`config.mk`:
```
export PLATFORM = sky130hd
export DESIGN_NAME = dax_fault_capture
export DESIGN_NICKNAME = d
export VERILOG_FILES = /design/src/rtl/dax_pkg.sv /design/src/rtl/dax_fault_capture.sv
export SDC_FILE = /design/constraint.sdc
export NUM_CORES = 1
export LEC_CHECK = 0
export BUFFER_PORTS_ARGS = -buffer_cell sky130_fd_sc_hd__buf_2
export CAP_MARGIN = 20
export CELL_PAD_IN_SITES_DETAIL_PLACEMENT = 0
export CELL_PAD_IN_SITES_GLOBAL_PLACEMENT = 1
export CORE_MARGIN = 4
export CORE_UTILIZATION = 30
export CTS_CLUSTER_DIAMETER = 80
export DETAILED_ROUTE_END_ITERATION = 6
export GPL_TIMING_DRIVEN = 0
export PLACE_DENSITY_LB_ADDON = 0.08
export SYNTH_ARGS = -nofsm -noshare
export SYNTH_HDL_FRONTEND = slang
export SYNTH_SLANG_ARGS = --single-unit
```
`constraint.sdc`:
```
create_clock -name clk -period 1 [get_ports clk]
set_clock_uncertainty 0.2 [all_clocks]
set_input_delay 0 -clock clk [delete_from_list [all_inputs] [get_ports clk]]
set_output_delay 0 -clock clk [all_outputs]
set_load 0.03 [all_outputs]
```
`src/rtl/dax_pkg.sv`:
```
package dax_pkg;
  localparam int CAUSE_W = 5;
  localparam int REG_W = 5;
  localparam logic [CAUSE_W-1:0] CAUSE_MISALIGN = 5'd1;
  localparam logic [CAUSE_W-1:0] CAUSE_STACK = 5'd7;
  localparam int REG_LSB = 5;
  localparam int WR_BIT = 10;
  localparam int WORD_BIT = 11;
  localparam int MIN_SW = 12;

  typedef enum logic [1:0] {
    FLT_NONE  = 2'd0,
    FLT_ALIGN = 2'd1,
    FLT_STACK = 2'd2
  } fault_e;
endpackage

```
`src/rtl/dax_fault_capture.sv`:
```
module dax_fault_capture
  import dax_pkg::*;
#(
  parameter int AW = 32,
  parameter int SW = 32
) (
  input  logic             clk,
  input  logic             rst_n,
  input  logic             valid,
  input  logic [AW-1:0]    addr,
  input  logic             misaligned,
  input  logic             word_sized,
  input  logic             is_write,
  input  logic [REG_W-1:0] reg_num,
  input  logic             stack_viol,
  input  logic             exc_en,
  output logic [AW-1:0]    ear_q,
  output logic [SW-1:0]    esr_q,
  output logic             req_q
);
  fault_e        kind;
  logic [SW-1:0] esr_d;
  logic          req_d;

  always_comb begin
    if (!valid) kind = FLT_NONE;
    else if (misaligned) kind = FLT_ALIGN;
    else if (stack_viol) kind = FLT_STACK;
    else kind = FLT_NONE;
  end

  always_comb begin
    esr_d = '0;
    req_d = 1'b0;
    case (kind)
      FLT_ALIGN: begin
        esr_d[CAUSE_W-1:0] = CAUSE_MISALIGN;
        esr_d[REG_LSB +: REG_W] = reg_num;
        esr_d[WR_BIT] = is_write;
        esr_d[WORD_BIT] = word_sized;
        req_d = exc_en;
      end
      FLT_STACK: begin
        esr_d[CAUSE_W-1:0] = CAUSE_STACK;
        req_d = 1'b1;
      end
      default: ;
    endcase
  end

  always_ff @(posedge clk) begin
    if (!rst_n) begin
      ear_q <= '0;
      esr_q <= '0;
      req_q <= 1'b0;
    end else begin
      req_q <= req_d;
      if (kind != FLT_NONE) begin
        ear_q <= addr;
        esr_q <= esr_d;
      end
    end
  end

  assert_mis_addr_R2: assert property (@(posedge clk) disable iff (!rst_n)
    (valid && misaligned) |=> (ear_q == $past(addr)));
  assert_mis_cause_R3: assert property (@(posedge clk) disable iff (!rst_n)
    (valid && misaligned) |=> (esr_q[CAUSE_W-1:0] == CAUSE_MISALIGN));
  assert_mis_gated_R4: assert property (@(posedge clk) disable iff (!rst_n)
    (valid && misaligned) |=> (req_q == $past(exc_en)));
  assert_stack_always_R6: assert property (@(posedge clk) disable iff (!rst_n)
    (valid && stack_viol && !misaligned) |=> (req_q && esr_q[CAUSE_W-1:0] == CAUSE_STACK));
  assert_clean_hold_R11: assert property (@(posedge clk) disable iff (!rst_n)
    (valid && !misaligned && !stack_viol) |=> (!req_q && $stable(ear_q) && $stable(esr_q)));
endmodule

```
* Word level (Yosys, flattened, before mapping)
Index checks and enable logic that the tools add are counted.
Operators by class: multiplexer cells 6, reductions and logical operators 1, eq/ne operators 2
Operators by type and width (count):
- 2-to-1 mux 7 bit | 1
- 2-to-1 mux 2 bit | 3
- case mux 3 bit (2 select lines) | 1
- equality test 2 x 1 -> 1 bit, second input constant | 1
- equality test 2 bit, second input constant | 1
- case mux 1 bit (2 select lines) | 1
- nonzero test 2 bit | 1
Storage, ports and cells: bits in registers 45, output and inout port bits 65, word-level logic and storage cells 12

* Longest topological paths before layout
Gate-level depths: netlist (run 1).
depth after elaboration 5, gate-level depth with buffers 4

* Least setup slack after synthesis (run 1)
No wires, ideal clock.
path kind reg-to-reg, start point register, netlist name esr_q[2], end point register esr_q[2], path buffers 0, arrival 696 ps, stages on the path, launching flop included 3, path slack -12 ps, period minus slack after synthesis 1012 ps, library setup time 116 ps, path through dfxtp_1 > a21oi_1 > and3b_1
RTL lines:
- to (signal assigned) | RTL line dax_fault_capture.sv:60 | esr_q <= esr_d;
- to (decl) | RTL line dax_fault_capture.sv:18 | output logic [SW-1:0] esr_q,

* Final worst setup path (run 1)
start point register esr_q[2], end point output port esr_q[2]
No word-level cell between the ends.

==> qor.csv, run 1 <==
stage,metric,value,unit
clock_network,htree_num_levels,2,
sta,setup_viol,3,
clock_network,cts_root_buf,clkbuf_8,
placement,io_buffers,86,
setup_path,r2r-start,esr_q[2],
drt,vias_per_cell,4.06,
power,leakage,1.60,nW
yosys,synth.distinct_cells,14,
power,intPower,3.04,mW
power,power_switching,1.22,mW
setup_path,end_kind,output pin,
cells_and_area,fin_util,55.7,%
placement,gp_congestion,0.701,
cells_and_area,area_delta_synth_final,80.2,%
sta,rsz0062_at_grt,yes,
setup_path,worstPathArrival,0.87,ns
hold_path,hold_depth,3,
cells_and_area,fill_cells,564,
yosys,synthesis.instances,205,
sta,maxSlewViolCount,0,
yosys,ys_ff_latch,42,
placement,hpwl,3350,µm
floorplan,coreArea,5920,µm²
cells_and_area,multi_input_area,790,µm²
cells_and_area,drive_gt1_share,45.3,%
yosys,synth-async-reset-ratio,0,%
global_routing,grt_max_degree,13,
cells_and_area,seqCellArea,891,µm²
power,comb_power_share,26.8,%
yosys,syn_area,1830,µm²
yosys,yosysMostFrequentCell,nand2_1,
clock_network,clk_pin_slew,0.08,ns
yosys,synth_top_area_share,46.0,%
power,switching_share,28.6,%
yosys,yosysTopAreaCell,dfxtp_1,
status,violations,setup timing,
cells_and_area,nets,408,
cells_and_area,n_antenna_cell,0,
clock_network,cts_tree,done,
drt,dr_total_vias,1783,
power,clkPwrFrac,29.5,%
yosys,synth_seq_area_share,46.0,%
floorplan,initial_core_util,30.9,%
placement,post-place-ws,-0.146,ns
setup_path,reg2reg_to,esr_q[2],
yosys,synth.avg_cell_area,8.92,µm²
setup_path,r2r_setup_slack,0.07,ns
global_routing,grt_pass1_vias,1742,
setup_path,crit_required,0.80,ns
clock_network,cts_made_buffers,5,
global_routing,grt_pass1_wl,7980,µm
clock_network,clk_latency,0.28,ns
setup_path,worstPathMaxFanout,3,
drt,ant_nets,0,
floorplan,rows,28,
floorplan,die_height,86.1,µm
sta,fin_ws,-0.0693,ns
sta,finalCriticalPeriod,1.07,ns
yosys,ys_top_cells_by_count,"80 x nand2_1, 42 x dfxtp_1, 33 x mux2i_1, 23 x buf_4, 7 x o22ai_1",
clock_network,cts_sinks,42,
clock_network,clockBufferDepth,2,
yosys,synth.area.top_cells,"dfxtp_1 46%, mux2i_1 18%, nand2_1 16%, buf_4 9.4%, buf_8 2.5%",
setup_path,r2r_cells,2,
global_routing,antenna_found_initial,0,
global_routing,grt_usage,13.3,%
sta,fin_crit_sh,107,%
sta,hold_violations,0,
yosys,yosysWarnings,0,
status,status,"finished, violations left",
hold_path,hold_class,in2reg,
drt,routedWlPerCell,11.5,µm
setup_path,crit_path_start_kind,flop,
power,seqPwrFrac,43.8,%
yosys,synth_edf_count,0,
hold_path,min_from,rst_n,
global_routing,grt_overflow,0,
floorplan,die_w,86.1,µm
power,vdd_drop_max,794,µV
job,drv_cap,0,
drt,wirelength,5070,µm
sta,fmax,0.935,GHz
floorplan,io-pin-count,110,
setup_path,path_class,reg2out,
drt,first_iter_violations,35,
drt,drtPass1Iterations,4,
hold_path,holdPathEnd,esr_q[0],
yosys,synth-main-ff-cell,dfxtp_1,
drt,post-route-drc-count,0,
power,power_density,1290,nW/µm²
floorplan,fp.dieArea,7410,µm²
-- metal layers --
layer,track usage [%],routed length (µm),vias to the layer above,part of all wire [%]
li1,-,-,928,-
met1,16.7,2240,788,44
met2,21.0,2340,62,46
met3,4.71,439,5,8.7
met4,4.46,46,0,0.91
met5,0,0,-,0
-- area by class of cell --
class | count | share of cell area [%]
Timing Repair Buffer | 130 | 34.3
Sequential cell | 42 | 27.0
Clock buffer | 8 | 3.34
Buffer | 37 | 8.54
Tap cell | 75 | 2.85
Multi-Input combinational cell | 147 | 24.0
-- what timing repair did --
action | in CTS | in global routing
buffers inserted | 0 | 0
hold endpoints to repair | 41 | 2
hold buffers | 44 | 2
pin swaps | 0 | 1
gates resized for setup | 70 | 54
endpoints found under the setup margin | 42 | 38
-- through the flow --
step | hold WS (ns) | area [µm²] | total power [mW] | instances | setup TNS, ns
after floorplan | -0.0808 | 1910 | 2.50 | 226 | 0
after global placement | 0.0506 | 2430 | 2.75 | 387 | -3.82
after detailed placement | 0.0556 | 2430 | 2.75 | 387 | -3.97
after CTS | 0.0191 | 3180 | 4.27 | 439 | -0.152
after global routing | 0.0286 | 3300 | 4.47 | 439 | -0.263
final | 0.0192 | 3300 | 4.26 | 439 | -0.169
-- worst max-delay path, cell delays in order (launching register included) --
cell	delay (ns)
dfxtp_2	0.35
buf_6	0.11
buf_6	0.12
-- cell usage in the layout (no fill, tap or decap), drive strengths merged --
cell type | Yosys | routed
a21oi | 1 | 1
conb | 1 | 22
buf | 31 | 117
clkbuf | 6 | 14
o22ai | 7 | 7
o21a | 2 | 2
nand2 | 80 | 80
dlygate4sd3 | 0 | 44
mux2i | 33 | 33
nor2 | 1 | 1
dfxtp | 42 | 42
and3b | 1 | 1
-- cell families (layout without fill, tap and decap cells) --
kind of cell | Yosys count | in the layout | synth area share (%)
flip-flops | 42 | 42 | 46.0
multiplexers | 33 | 33 | 18.1
buffers and inverters | 37 | 175 | 15.2
AND/OR/NAND/NOR | 82 | 82 | 17.1
other | 1 | 22 | 0.205
AO/OA/AOI/OAI | 10 | 10 | 3.49
-- power by group through the flow --
| stage | logic, mW | clock network, mW | registers (mW) |
|---|---|---|---|
| 2_1_floorplan | 0.439 | 0 | 2.06 |
| 4_1_cts | 1.11 | 1.32 | 1.84 |
| 3_3_place_gp | 0.887 | 0 | 1.86 |
| 5_1_grt | 1.22 | 1.38 | 1.88 |
| 6_report | 1.14 | 1.25 | 1.86 |
| 3_5_place_dp | 0.888 | 0 | 1.86 |
-- state kept, by name, indices dropped and copies added, names as in the netlist --
signal	count
req_q	1
esr_q	9
ear_q	32
-- worst max path at each step --
stage | startpoint | to | slack, ns
final | esr_q[2] | esr_q[2] | -0.07
after global placement | rst_n | ear_q[21] | -0.13
after CTS | esr_q[2] | esr_q[2] | -0.08
after floorplan | esr_q[2] | esr_q[2] | 0.05
after detailed placement | rst_n | ear_q[14] | -0.15
after global routing | esr_q[2] | esr_q[2] | -0.11
Note: power is estimated with default switching activity, not from simulation.
==> run 2, diff against run 1 <==
--- a/config.mk
+++ b/config.mk
@@ -5,6 +5,7 @@
 export SDC_FILE = /design/constraint.sdc
 export NUM_CORES = 1
 export LEC_CHECK = 0
+export ABC_AREA = 1
 export BUFFER_PORTS_ARGS = -buffer_cell sky130_fd_sc_hd__buf_2
 export CAP_MARGIN = 20
 export CELL_PAD_IN_SITES_DETAIL_PLACEMENT = 0
==> qor.csv, run 2 <==
stage,metric,value,unit,change
yosys,synth_top_area_share,43.6,%,-2.4 points
global_routing,grt_pass1_wl,8990,µm,+13%
drt,ant_nets,0,,unchanged
placement,io_buffers,86,,unchanged
clock_network,cts_tree,done,,
clock_network,clk_pin_slew,0.08,ns,about the same
sta,setup_viol,2,,-1
setup_path,reg2reg_to,ear_q[13],,
setup_path,critPathBufInv,2,,unchanged
cells_and_area,fill_cells,594,,+5.3%
drt,post-route-drc-count,0,,unchanged
yosys,synth-main-ff-cell,dfxtp_1,,
yosys,synth_top_family_by_area,simple AND/OR/NAND/NOR gates,,
sta,fin_ws,-0.0600,ns,+0.00927 ns
hold_path,min_from,rst_n,,
yosys,ys_ff_latch,42,,unchanged
setup_path,worstPathCellList,buf_6 > buf_6,,
clock_network,htree_num_levels,2,,unchanged
placement,hpwl,3790,µm,+13%
hold_path,holdPathEnd,ear_q[24],,
setup_path,crit_top_cell,buf_6,,
drt,routedWlPerCell,12.1,µm,+4.4%
cells_and_area,stdcell_count,478,,+8.9%
floorplan,io-pin-count,110,,unchanged
cells_and_area,largest_register_ffs,32,,unchanged
sta,fin_crit_sh,106,%,-0.93 points
yosys,synth_seq_area_share,43.6,%,-2.4 points
drt,dr_total_vias,2037,,+14%
yosys,ys_top_cells_by_count,"42 x dfxtp_1, 41 x a21oi_1, 41 x nand2_1, 33 x nand3b_1, 32 x nor2_1",,
placement,placed_area,2530,µm²,+4.0%
placement,place_inst,427,,+10%
hold_path,hold_depth,3,,unchanged
cells_and_area,final_cell_area,3360,µm²,+1.8%
yosys,yosysMostFrequentCell,dfxtp_1,,
placement,gp_congestion,0.724,,+3.4%
floorplan,rows,28,,unchanged
sta,rsz0062_at_grt,yes,,
sta,maxSlewViolCount,0,,unchanged
drt,wirelength,5760,µm,+14%
yosys,synth.area.top_cells,"dfxtp_1 44%, nand3b_1 13%, a21oi_1 11%, buf_4 9.3%, nand2_1 8.0%",,
job,drv_cap,0,,unchanged
power,power.total,4.40,mW,+3.3%
drt,drtPass1Iterations,5,,+1
clock_network,clockBufferDepth,2,,unchanged
setup_path,cpLargestDelayFamily,flip-flops,,
placement,post-place-ws,-0.101,ns,+0.0448 ns
yosys,synth-async-reset-ratio,0,%,unchanged
global_routing,grt_pass1_vias,1952,,+12%
setup_path,critPathMaxStageDelay,0.34,ns,about the same
floorplan,initial_core_util,31.8,%,+0.92 points
setup_path,r2r_cells,3,,+1
cells_and_area,top_register,ear_q,,
power,leakage,1.64,nW,+2.8%
setup_path,r2r-start,ear_q[13],,
sta,tns,-0.100,ns,+0.0688 ns
setup_path,crit_required,0.80,ns,about the same
clock_network,cts_sinks,42,,unchanged
yosys,synth_adder_area_share,0,%,unchanged
yosys,synth.distinct_cells,17,,+3
setup_path,worstPathMaxFanout,3,,unchanged
cells_and_area,fin_util,55.4,%,-0.30 points
sta,finalCriticalPeriod,1.06,ns,-0.00927 ns
cells_and_area,nets,447,,+9.6%
cells_and_area,most-common-layout-cells,"55 x buf_2, 45 x buf_6, 43 x dlygate4sd3_1",,
yosys,synthesis.instances,245,,+20%
power,vdd_drop_max,815,µV,+2.7%
setup_path,slowest_stage,dfxtp_2,,
clock_network,cts_root_buf,clkbuf_8,,
yosys,synth_compound_area_share,10.9,%,+7.4 points
setup_path,path_class,reg2out,,
yosys,synthSimpleGateAreaFrac,29.8,%,+13 points
yosys,synth-xor-area-share,0,%,unchanged
global_routing,grt_max_degree,13,,unchanged
yosys,synth.avg_cell_area,7.87,µm²,-12%
setup_path,r2r_setup_slack,0.11,ns,+0.04 ns
yosys,syn_area,1930,µm²,+5.4%
yosys,synth_edf_count,0,,unchanged
status,status,"finished, violations left",,
drt,first_iter_violations,52,,+49%
floorplan,coreArea,6060,µm²,+2.4%
setup_path,worstPathArrival,0.86,ns,about the same
floorplan,fp.dieArea,7770,µm²,+4.9%
sta,fmax,0.943,GHz,+0.87%
drt,vias_per_cell,4.26,,+4.9%
clock_network,cts_made_buffers,5,,unchanged
sta,holdWs,-0.202,ns,-0.221 ns
sta,hold_violations,13,,+13
status,violations,"hold timing, setup timing",,
yosys,yosysWarnings,0,,unchanged
cells_and_area,final_common_cell,buf_2,,
global_routing,grt_usage,14.5,%,+1.3 points
cells_and_area,drive_gt1_share,42.2,%,-3.1 points
power,power_density,1310,nW/µm²,+1.5%
yosys,synthMuxAreaShare,0,%,-18 points
cells_and_area,n_antenna_cell,0,,unchanged
floorplan,die_w,88.2,µm,+2.4%
floorplan,die_height,88.2,µm,+2.4%
setup_path,crit_path_start_kind,flop,,
hold_path,hold_class,in2reg,,
cells_and_area,reg_top3,"ear_q: 32 flops, esr_q: 9 flops, req_q: 1 flops",,
yosys,yosysTopAreaCell,dfxtp_1,,
global_routing,antenna_found_initial,0,,unchanged
cells_and_area,area_delta_synth_final,74.0,%,
setup_path,end_kind,output pin,,
clock_network,clk_latency,0.29,ns,about the same
global_routing,grt_overflow,0,,unchanged
run 2: cell types whose count changed after synthesis, moves of 3 or more:
| cell | previous run | this run |
|---|---|---|
| clkbuf_1 | 6 | 2 |
| buf_2 | 3 | 11 |
| a21oi_1 | 1 | 41 |
| buf_8 | 3 | 0 |
| nand3_1 | 0 | 7 |
| mux2i_1 | 33 | 0 |
| nand3b_1 | 0 | 33 |
| nand2_1 | 80 | 41 |
| o22ai_1 | 7 | 0 |
| nor2_1 | 1 | 32 |
run 2: per-layer routing:
| metal | up-vias | track usage, % | wire length (µm) |
|---|---|---|---|
| met1 | 893 | 18.3 | 2490 |
| li1 | 1068 | - | - |
| met4 | 0 | 3.71 | 45 |
| met2 | 71 | 24.4 | 2750 |
| met3 | 5 | 4.14 | 476 |
| met5 | - | 0 | 0 |
run 2: layout make-up:
class | instances | area [µm²] | share of cell area [%]
plain buffers | 41 | 292 | 8.69
clock buffers | 7 | 86.3 | 2.57
clock inverters | 1 | 5.00 | 0.149
inverters | 3 | 11.3 | 0.336
multi-input cells | 180 | 867 | 25.8
flip-flops and latches | 42 | 885 | 26.4
well taps | 75 | 93.8 | 2.80
repair buffers | 129 | 1120 | 33.3
run 2: how the worst max path moves through the flow:
stage,depth (start not counted),to,start
floorplan,3,ear_q[0],ear_q[0]
global placement,5,ear_q[11],valid
detailed placement,5,ear_q[2],valid
CTS,2,esr_q[2],esr_q[2]
global route,2,esr_q[2],esr_q[2]
finish,2,esr_q[2],esr_q[2]
run 2: worst register-to-register path: stages (launching register included):
cell,delay [ns]
dfxtp_2,0.33
nand3b_1,0.15
nand2_1,0.07
nor2_1,0.04
run 2: where the power goes:
| part | total (mW) | internal (mW) | switching, mW | leakage, nW |
|---|---|---|---|---|
| clock | 1.14 | 0.558 | 0.582 | 0.0482 |
| combinational | 1.36 | 0.637 | 0.720 | 1.23 |
| sequential | 1.90 | 1.82 | 0.0800 | 0.359 |
run 2: timing repair:
action / 4_1_cts / 5_1_grt
hold buffers: 41 / 2
endpoints found under the hold margin: 42 / 12
setup buffers: 0 / 0
resized for setup: 63 / 55
setup endpoints to repair: 43 / 37
gates cloned: 0 / 0
run 2: kinds of logic (layout without fill, tap and decap cells):
| group | Yosys count | count (layout) |
|---|---|---|
| AND/OR/NAND/NOR | 116 | 116 |
| buffers and inverters | 44 | 181 |
| AO/OA/AOI/OAI | 42 | 42 |
| flip-flops | 42 | 42 |
| other | 1 | 22 |
